**config.mk**
```make
export PLATFORM = sky130hd
export DESIGN_NAME = lpt_port_ctrl
export DESIGN_NICKNAME = d
export VERILOG_FILES = /design/src/rtl/lpt_pkg.sv /design/src/rtl/lpt_rst_sync.sv /design/src/rtl/lpt_sync.sv /design/src/rtl/lpt_decode.sv /design/src/rtl/lpt_regs.sv /design/src/rtl/lpt_irq.sv /design/src/rtl/lpt_port_ctrl.sv
export SDC_FILE = /design/constraint.sdc
export NUM_CORES = 1
export LEC_CHECK = 0
export BUFFER_PORTS_ARGS = -buffer_cell sky130_fd_sc_hd__buf_2
export CAP_MARGIN = 5
export CORE_UTILIZATION = 42
export DETAILED_ROUTE_END_ITERATION = 16
export PLACE_DENSITY = 0.83
export SYNTH_ARGS = -nofsm -noshare
export SYNTH_HDL_FRONTEND = slang
export SYNTH_SLANG_ARGS = --single-unit
```
**constraint.sdc**
```tcl
create_clock -name clk -period 1.5 [get_ports clk]
set_input_delay 0.225 -clock clk [delete_from_list [all_inputs] [get_ports clk]]
set_output_delay 0.225 -clock clk [all_outputs]
set_load 0.01 [all_outputs]
```
**src/rtl/lpt_pkg.sv**
```systemverilog
package lpt_pkg;

  typedef enum logic [1:0] {
    SEL_DATA = 2'd0,
    SEL_STAT = 2'd1,
    SEL_CTRL = 2'd2,
    SEL_NONE = 2'd3
  } reg_sel_e;

  // Control register bit positions
  localparam int CB_STB = 0;
  localparam int CB_AFD = 1;
  localparam int CB_INI = 2;
  localparam int CB_SEL = 3;
  localparam int CB_IEN = 4;
  localparam logic [7:0] CTRL_MASK = 8'h1F;

  // Index of each input inside the synchronized vector
  localparam int IN_FAULT  = 0;
  localparam int IN_ONLINE = 1;
  localparam int IN_PAPER  = 2;
  localparam int IN_ACK    = 3;
  localparam int IN_BUSY   = 4;
  localparam int IN_W      = 5;

endpackage

```
**src/rtl/lpt_rst_sync.sv**
```systemverilog
module lpt_rst_sync #(
  parameter int STAGES = 2
) (
  input  logic clk,
  input  logic rst_n_a,
  output logic rst_n_o
);
  logic [STAGES-1:0] chain_q;
  logic [STAGES-1:0] chain_d;

  always_comb begin
    chain_d = {chain_q[STAGES-2:0], 1'b1};
  end

  always_ff @(posedge clk or negedge rst_n_a) begin
    if (!rst_n_a) chain_q <= '0;
    else          chain_q <= chain_d;
  end

  assign rst_n_o = chain_q[STAGES-1];
endmodule

```
**src/rtl/lpt_sync.sv**
```systemverilog
module lpt_sync #(
  parameter int W      = 5,
  parameter int STAGES = 2
) (
  input  logic         clk,
  input  logic         rst_n,
  input  logic [W-1:0] d_i,
  output logic [W-1:0] q_o
);
  logic [W-1:0] stage_q [STAGES];

  for (genvar s = 0; s < STAGES; s++) begin : g_stage
    logic [W-1:0] stage_d;
    if (s == 0) begin : g_first
      always_comb stage_d = d_i;
    end else begin : g_next
      always_comb stage_d = stage_q[s-1];
    end
    always_ff @(posedge clk or negedge rst_n) begin
      if (!rst_n) stage_q[s] <= '0;
      else        stage_q[s] <= stage_d;
    end
  end

  assign q_o = stage_q[STAGES-1];
endmodule

```
**src/rtl/lpt_decode.sv**
```systemverilog
module lpt_decode
  import lpt_pkg::*;
#(
  parameter int              ADDR_W    = 16,
  parameter logic [ADDR_W-1:0] BASE_ADDR = 16'h0378
) (
  input  logic [ADDR_W-1:0] addr_i,
  output reg_sel_e          sel_o
);
  localparam logic [ADDR_W-1:0] A_DATA = BASE_ADDR;
  localparam logic [ADDR_W-1:0] A_STAT = BASE_ADDR + ADDR_W'(1);
  localparam logic [ADDR_W-1:0] A_CTRL = BASE_ADDR + ADDR_W'(2);

  always_comb begin
    if      (addr_i == A_DATA) sel_o = SEL_DATA;
    else if (addr_i == A_STAT) sel_o = SEL_STAT;
    else if (addr_i == A_CTRL) sel_o = SEL_CTRL;
    else                       sel_o = SEL_NONE;
  end
endmodule

```
**src/rtl/lpt_regs.sv**
```systemverilog
module lpt_regs
  import lpt_pkg::*;
(
  input  logic            clk,
  input  logic            rst_n,
  input  reg_sel_e        sel_i,
  input  logic            wr_i,
  input  logic            rd_i,
  input  logic [7:0]      wdata_i,
  input  logic [IN_W-1:0] pins_s_i,
  output logic [7:0]      rdata_o,
  output logic [7:0]      data_q_o,
  output logic [7:0]      ctrl_q_o,
  output logic            stat_rd_o
);
  logic [7:0] data_q, data_d;
  logic [7:0] ctrl_q, ctrl_d;
  logic       data_en, ctrl_en;
  logic [7:0] stat_val;

  always_comb begin
    data_en = wr_i && (sel_i == SEL_DATA);
    ctrl_en = wr_i && (sel_i == SEL_CTRL);
    data_d  = wdata_i;
    ctrl_d  = wdata_i & CTRL_MASK;
  end

  always_ff @(posedge clk or negedge rst_n) begin
    if (!rst_n) begin
      data_q <= 8'h00;
      ctrl_q <= 8'h00;
    end else begin
      if (data_en) data_q <= data_d;
      if (ctrl_en) ctrl_q <= ctrl_d;
    end
  end

  always_comb begin
    stat_val = {~pins_s_i[IN_BUSY], pins_s_i[IN_ACK], pins_s_i[IN_PAPER],
                pins_s_i[IN_ONLINE], pins_s_i[IN_FAULT], 3'b000};
    rdata_o = 8'h00;
    if (rd_i) begin
      unique case (sel_i)
        SEL_DATA: rdata_o = data_q;
        SEL_STAT: rdata_o = stat_val;
        SEL_CTRL: rdata_o = ctrl_q;
        default:  rdata_o = 8'h00;
      endcase
    end
    stat_rd_o = rd_i && (sel_i == SEL_STAT);
  end

  assign data_q_o = data_q;
  assign ctrl_q_o = ctrl_q;
endmodule

```
**src/rtl/lpt_irq.sv**
```systemverilog
module lpt_irq (
  input  logic clk,
  input  logic rst_n,
  input  logic ack_s_i,
  input  logic ien_i,
  input  logic stat_rd_i,
  output logic irq_o
);
  logic ack_d_q, pend_q, pend_d, ack_fall;

  always_comb begin
    ack_fall = ack_d_q && !ack_s_i;
    // A new edge wins over a clearing read in the same cycle
    pend_d   = (ack_fall && ien_i) || (pend_q && !stat_rd_i);
  end

  always_ff @(posedge clk or negedge rst_n) begin
    if (!rst_n) begin
      ack_d_q <= 1'b0;
      pend_q  <= 1'b0;
    end else begin
      ack_d_q <= ack_s_i;
      pend_q  <= pend_d;
    end
  end

  assign irq_o = pend_q;
endmodule

```
**src/rtl/lpt_port_ctrl.sv**
```systemverilog
module lpt_port_ctrl
  import lpt_pkg::*;
#(
  parameter int                ADDR_W      = 16,
  parameter logic [ADDR_W-1:0] BASE_ADDR   = 16'h0378,
  parameter int                SYNC_STAGES = 2
) (
  input  logic              clk,
  input  logic              rst_n,
  input  logic [ADDR_W-1:0] bus_addr,
  input  logic              bus_wr,
  input  logic              bus_rd,
  input  logic [7:0]        bus_wdata,
  output logic [7:0]        bus_rdata,
  output logic [7:0]        pd_o,
  output logic              stb_o,
  output logic              afd_o,
  output logic              ini_o,
  output logic              sel_in_o,
  input  logic              prn_busy_i,
  input  logic              prn_ack_i,
  input  logic              prn_paper_i,
  input  logic              prn_online_i,
  input  logic              prn_fault_i,
  output logic              irq_o
);
  logic            rst_core_n;
  logic [IN_W-1:0] pins_raw, pins_s;
  reg_sel_e        sel;
  logic [7:0]      ctrl_q;
  logic            stat_rd;

  lpt_rst_sync #(.STAGES(2)) u_rst (
    .clk(clk), .rst_n_a(rst_n), .rst_n_o(rst_core_n)
  );

  always_comb begin
    pins_raw            = '0;
    pins_raw[IN_BUSY]   = prn_busy_i;
    pins_raw[IN_ACK]    = prn_ack_i;
    pins_raw[IN_PAPER]  = prn_paper_i;
    pins_raw[IN_ONLINE] = prn_online_i;
    pins_raw[IN_FAULT]  = prn_fault_i;
  end

  lpt_sync #(.W(IN_W), .STAGES(SYNC_STAGES)) u_sync (
    .clk(clk), .rst_n(rst_core_n), .d_i(pins_raw), .q_o(pins_s)
  );

  lpt_decode #(.ADDR_W(ADDR_W), .BASE_ADDR(BASE_ADDR)) u_dec (
    .addr_i(bus_addr), .sel_o(sel)
  );

  lpt_regs u_regs (
    .clk(clk), .rst_n(rst_core_n), .sel_i(sel), .wr_i(bus_wr), .rd_i(bus_rd),
    .wdata_i(bus_wdata), .pins_s_i(pins_s), .rdata_o(bus_rdata),
    .data_q_o(pd_o), .ctrl_q_o(ctrl_q), .stat_rd_o(stat_rd)
  );

  lpt_irq u_irq (
    .clk(clk), .rst_n(rst_core_n), .ack_s_i(pins_s[IN_ACK]),
    .ien_i(ctrl_q[CB_IEN]), .stat_rd_i(stat_rd), .irq_o(irq_o)
  );

  assign stb_o    = ctrl_q[CB_STB];
  assign afd_o    = ctrl_q[CB_AFD];
  assign ini_o    = ctrl_q[CB_INI];
  assign sel_in_o = ctrl_q[CB_SEL];
endmodule

```
==> flow_summary_export.csv <==
group,metric,value,unit
clocking,htree_num_levels,1,
power_and_ir_drop,power.density,746,nW/um^2
die,core.rowCount,18,
logic_synthesis,synthTopCellsByArea,"dfrtp_1 61%, mux2_2 13%, mux2i_1 7.3%",
logic_synthesis,post_synth.cell_area_avg,13.8,um^2
sta,final.min_clock_period,1520,ps
detailed_routing,antenna_violating_nets_post_route,0,
logic_synthesis,synthDominantAreaCellType,"dfrtp_1",
worst_setup_path,worstPathArrival,1300,ps
worst_setup_path,crit-reg2reg-capture,"u_regs.data_q_o[3]$_DFFE_PN0P_",
grt,first_global_vias,857,
clocking,cts_tree,"yes",
worst_setup_path,regToRegStartpoint,"u_regs.data_q_o[3]$_DFFE_PN0P_",
detailed_routing,vias_per_cell,4.93,
grt,grt_max_degree,19,
job,drv_cap,0,
logic_synthesis,post-synth-top-area-fraction,61.3,%
grt,antenna_found_initial,0,
final_layout,final_layout_size_suffix_gt1_share,53.7,%
sta,finalCritPeriodShare,101,%
worst_setup_path,critical_path.startpoint_type,"primary input",
die,number_of_ports_placed_on_the_die_boundary,54,
sta,fmax,658,MHz
logic_synthesis,net_count_after_synthesis,113,
logic_synthesis,netlist_area,1100,um^2
final_layout,fin_nets,181,
clocking,path_clk_slew,130,ps
die,initial_utilization,44.5,%
detailed_routing,detail_route.drc_violations,0,
worst_setup_path,setup.worst_path.class,"in -> out",
logic_synthesis,ys_warn_count,0,
final_layout,synthToLayoutAreaGrowth,41.0,%
power_and_ir_drop,leakage,0.840,nW
sta,finalMaxSlewViolations,0,
clocking,clock_latency_reported_for_the_late_side_of_the_worst_skew_pair,300,ps
grt,globalRouteMet2Util,35.0,%
sta,timing.final.hold_violations,0,
min_path,timing.hold.worst_path_depth,1,
final_layout,seq_area,676,um^2
logic_synthesis,postSynthCellCount,80,
min_path,holdCritPathClass,"in -> reg",
grt,global_route.usage.met3,2.30,%
logic_synthesis,ys_ff_latch,27,
placement,gp_congestion,0.658,
worst_setup_path,timing.reg2reg.setup_slack,620,ps
logic_synthesis,synth-seq-area-share,61.3,%
sta,setup_viol_count_final,1,
grt,track_usage,19.3,%
grt,grt_pass1_wl,3780,um
logic_synthesis,synth.lib_cells_used.distinct,24,
min_path,hold_path.startpoint,"prn_online_i",
placement,port_buffers,53,
detailed_routing,drt_iter0_drc,2,
sta,clock_skew,1.95,ps
worst_setup_path,reg2regPathDepth,2,
detailed_routing,totalWireLength,2530,um
die,die_area,2830,um^2
min_path,min_delay_worst_endpoint,"u_sync.g_stage[1].stage_d[1]$_DFF_PN0_",
clocking,cts.root.buffer_cell,"clkbuf_4",
die,die_x,53.2,um
detailed_routing,num_vias,873,
worst_setup_path,cp.required,1270,ps
grt,grt-ovfl-total,0,
sta,rsz_0062_raised_after_global_routing,"true",
detailed_routing,drt_wl_cell,14.3,um
die,design.core.area,2480,um^2
placement,dpl.hpwl,1970,um
final_layout,fillcell_total,199,
final_layout,multi_input_area,413,um^2
detailed_routing,first_pass_iters,4,
clocking,cts_num_sinks,27,
sta,fin_ws,-20.5,ps
status,failed_checks,"negative setup slack",
die,die_h,53.2,um
placement,placement.setup.worst_slack,-203,ps
power_and_ir_drop,irDropWorstVdd,0.000627,V
final_layout,antenna_cells_inserted,0,
worst_setup_path,crit_path_max_fanout,8,
sta,fin_worst_hold_slack,14.4,ps
grt,groute.layer.met1.usage,23.2,%
status,run_status,"complete, but fails checks",
clocking,cts-buffers-inserted,3,
clocking,cts_buffer_depth,2,
worst_setup_path,timing.critical_path.to_type,"primary output",
grt,gr-max-usage-layer,"met2",
[worst max path at each step]
stage | startpoint | endpoint | slack, ps | depth (start not counted)
2_1_floorplan | bus_addr[10] | u_regs.data_q_o[0]$_DFFE_PN0P_ | 10 | 5
6_report | bus_addr[12] | bus_rdata[4] | -20 | 7
3_5_place_dp | bus_addr[10] | u_regs.data_q_o[5]$_DFFE_PN0P_ | -200 | 6
3_3_place_gp | bus_addr[10] | u_regs.data_q_o[5]$_DFFE_PN0P_ | -190 | 6
4_1_cts | bus_addr[12] | bus_rdata[4] | -50 | 7
5_1_grt | bus_addr[12] | bus_rdata[3] | -90 | 7
[state kept, by name (all words and copies together), names as in the netlist]
signal and count:
u_irq.irq_o 1, u_rst.chain_q 2, u_sync.g_stage.stage_d 5, u_regs.data_q_o 8, u_sync.q_o 5, u_regs.ctrl_q_o 5
u_irq.ack_d_q 1
[metal layers]
layer	vias up	wire length (um)
li1	421	-
met3	2	151
met1	416	1030
met5	-	0
met2	34	1330
met4	0	20
[layout by cell type (no fill, tap or decap)]
cell type,Yosys,layout
clkbuf_4,0,3
nor2_1,5,5
nor4b_4,0,1
nor2b_1,1,1
nand2b_1,1,1
and4bb_1,1,1
buf_4,0,7
mux2_2,13,13
buf_2,0,50
a21o_1,1,1
dfrtp_1,27,27
nor3b_1,1,1
and4b_1,1,1
nand2_1,1,1
mux2i_1,8,8
conb_1,1,1
nor3_1,6,6
buf_6,1,4
and4bb_2,1,1
nand4_1,1,1
dlygate4sd3_1,0,5
and4_1,1,1
a21oi_1,2,2
inv_1,1,1
clkbuf_1,1,1
nand4b_1,1,1
o21ai_0,2,2
[what timing repair did]
action	in CTS	in global routing
endpoints found under the hold margin	2	4
setup endpoints to repair	3	3
pin swaps	3	2
gates cloned	0	0
buffers inserted	0	1
hold buffers	1	4
gates resized for setup	4	1
[power breakdown]
group          switching (mW)  internal (mW)
Sequential            0.00935          0.745
Combinational          0.0465         0.0629
Clock                   0.191          0.104
[synth_stat cells]
library cell / instances
dfrtp_1: 27
mux2_2: 13
mux2i_1: 8
nor3_1: 6
nor2_1: 5
a21oi_1: 2
o21ai_0: 2
a21o_1: 1
and4_1: 1
and4b_1: 1
and4bb_1: 1
and4bb_2: 1
buf_1: 1
buf_6: 1
clkbuf_1: 1
conb_1: 1
inv_1: 1
nand2_1: 1
nand2b_1: 1
nand4_1: 1
nand4b_1: 1
nor2b_1: 1
nor3b_1: 1
nor4b_2: 1
[stage by stage]
step                total power, mW  setup TNS, ps  std cells  cell area, um^2  util, %
global route                   1.22           -158        177             1550     62.7
finish                         1.16          -20.5        177             1550     62.7
detailed placement            0.862          -1990        167             1440     58.1
global placement              0.857          -1770        167             1440     58.1
floorplan                     0.800              0         80             1100        -
CTS                            1.16          -75.3        172             1500     60.6
[critical path, cell delays in order]
cell and delay [ps]:
buf_6 100, nor4b_4 260, nand4_1 130, buf_6 170, a21o_1 170, nor2_1 100
buf_2 140
[layout make-up]
class	instances	share of cell area (%)
Tap cell	30	2.42
Multi-Input combinational cell	49	26.6
Sequential cell	27	43.5
Timing Repair Buffer	66	25.6
Inverter	1	0.242
Clock buffer	4	1.69
[logic make-up (layout without fill, tap and decap cells)]
kind of cell	after synthesis	count (layout)	synth area share (%)
DFF	27	27	61.3
and+or+nand+nor	22	22	13.3
muxes	21	21	20.5
AOI/OAI and AO/OA	5	5	2.50
buffers and inverters	4	71	2.04
other	1	1	0.340
(Power assumes the default switching activity.)
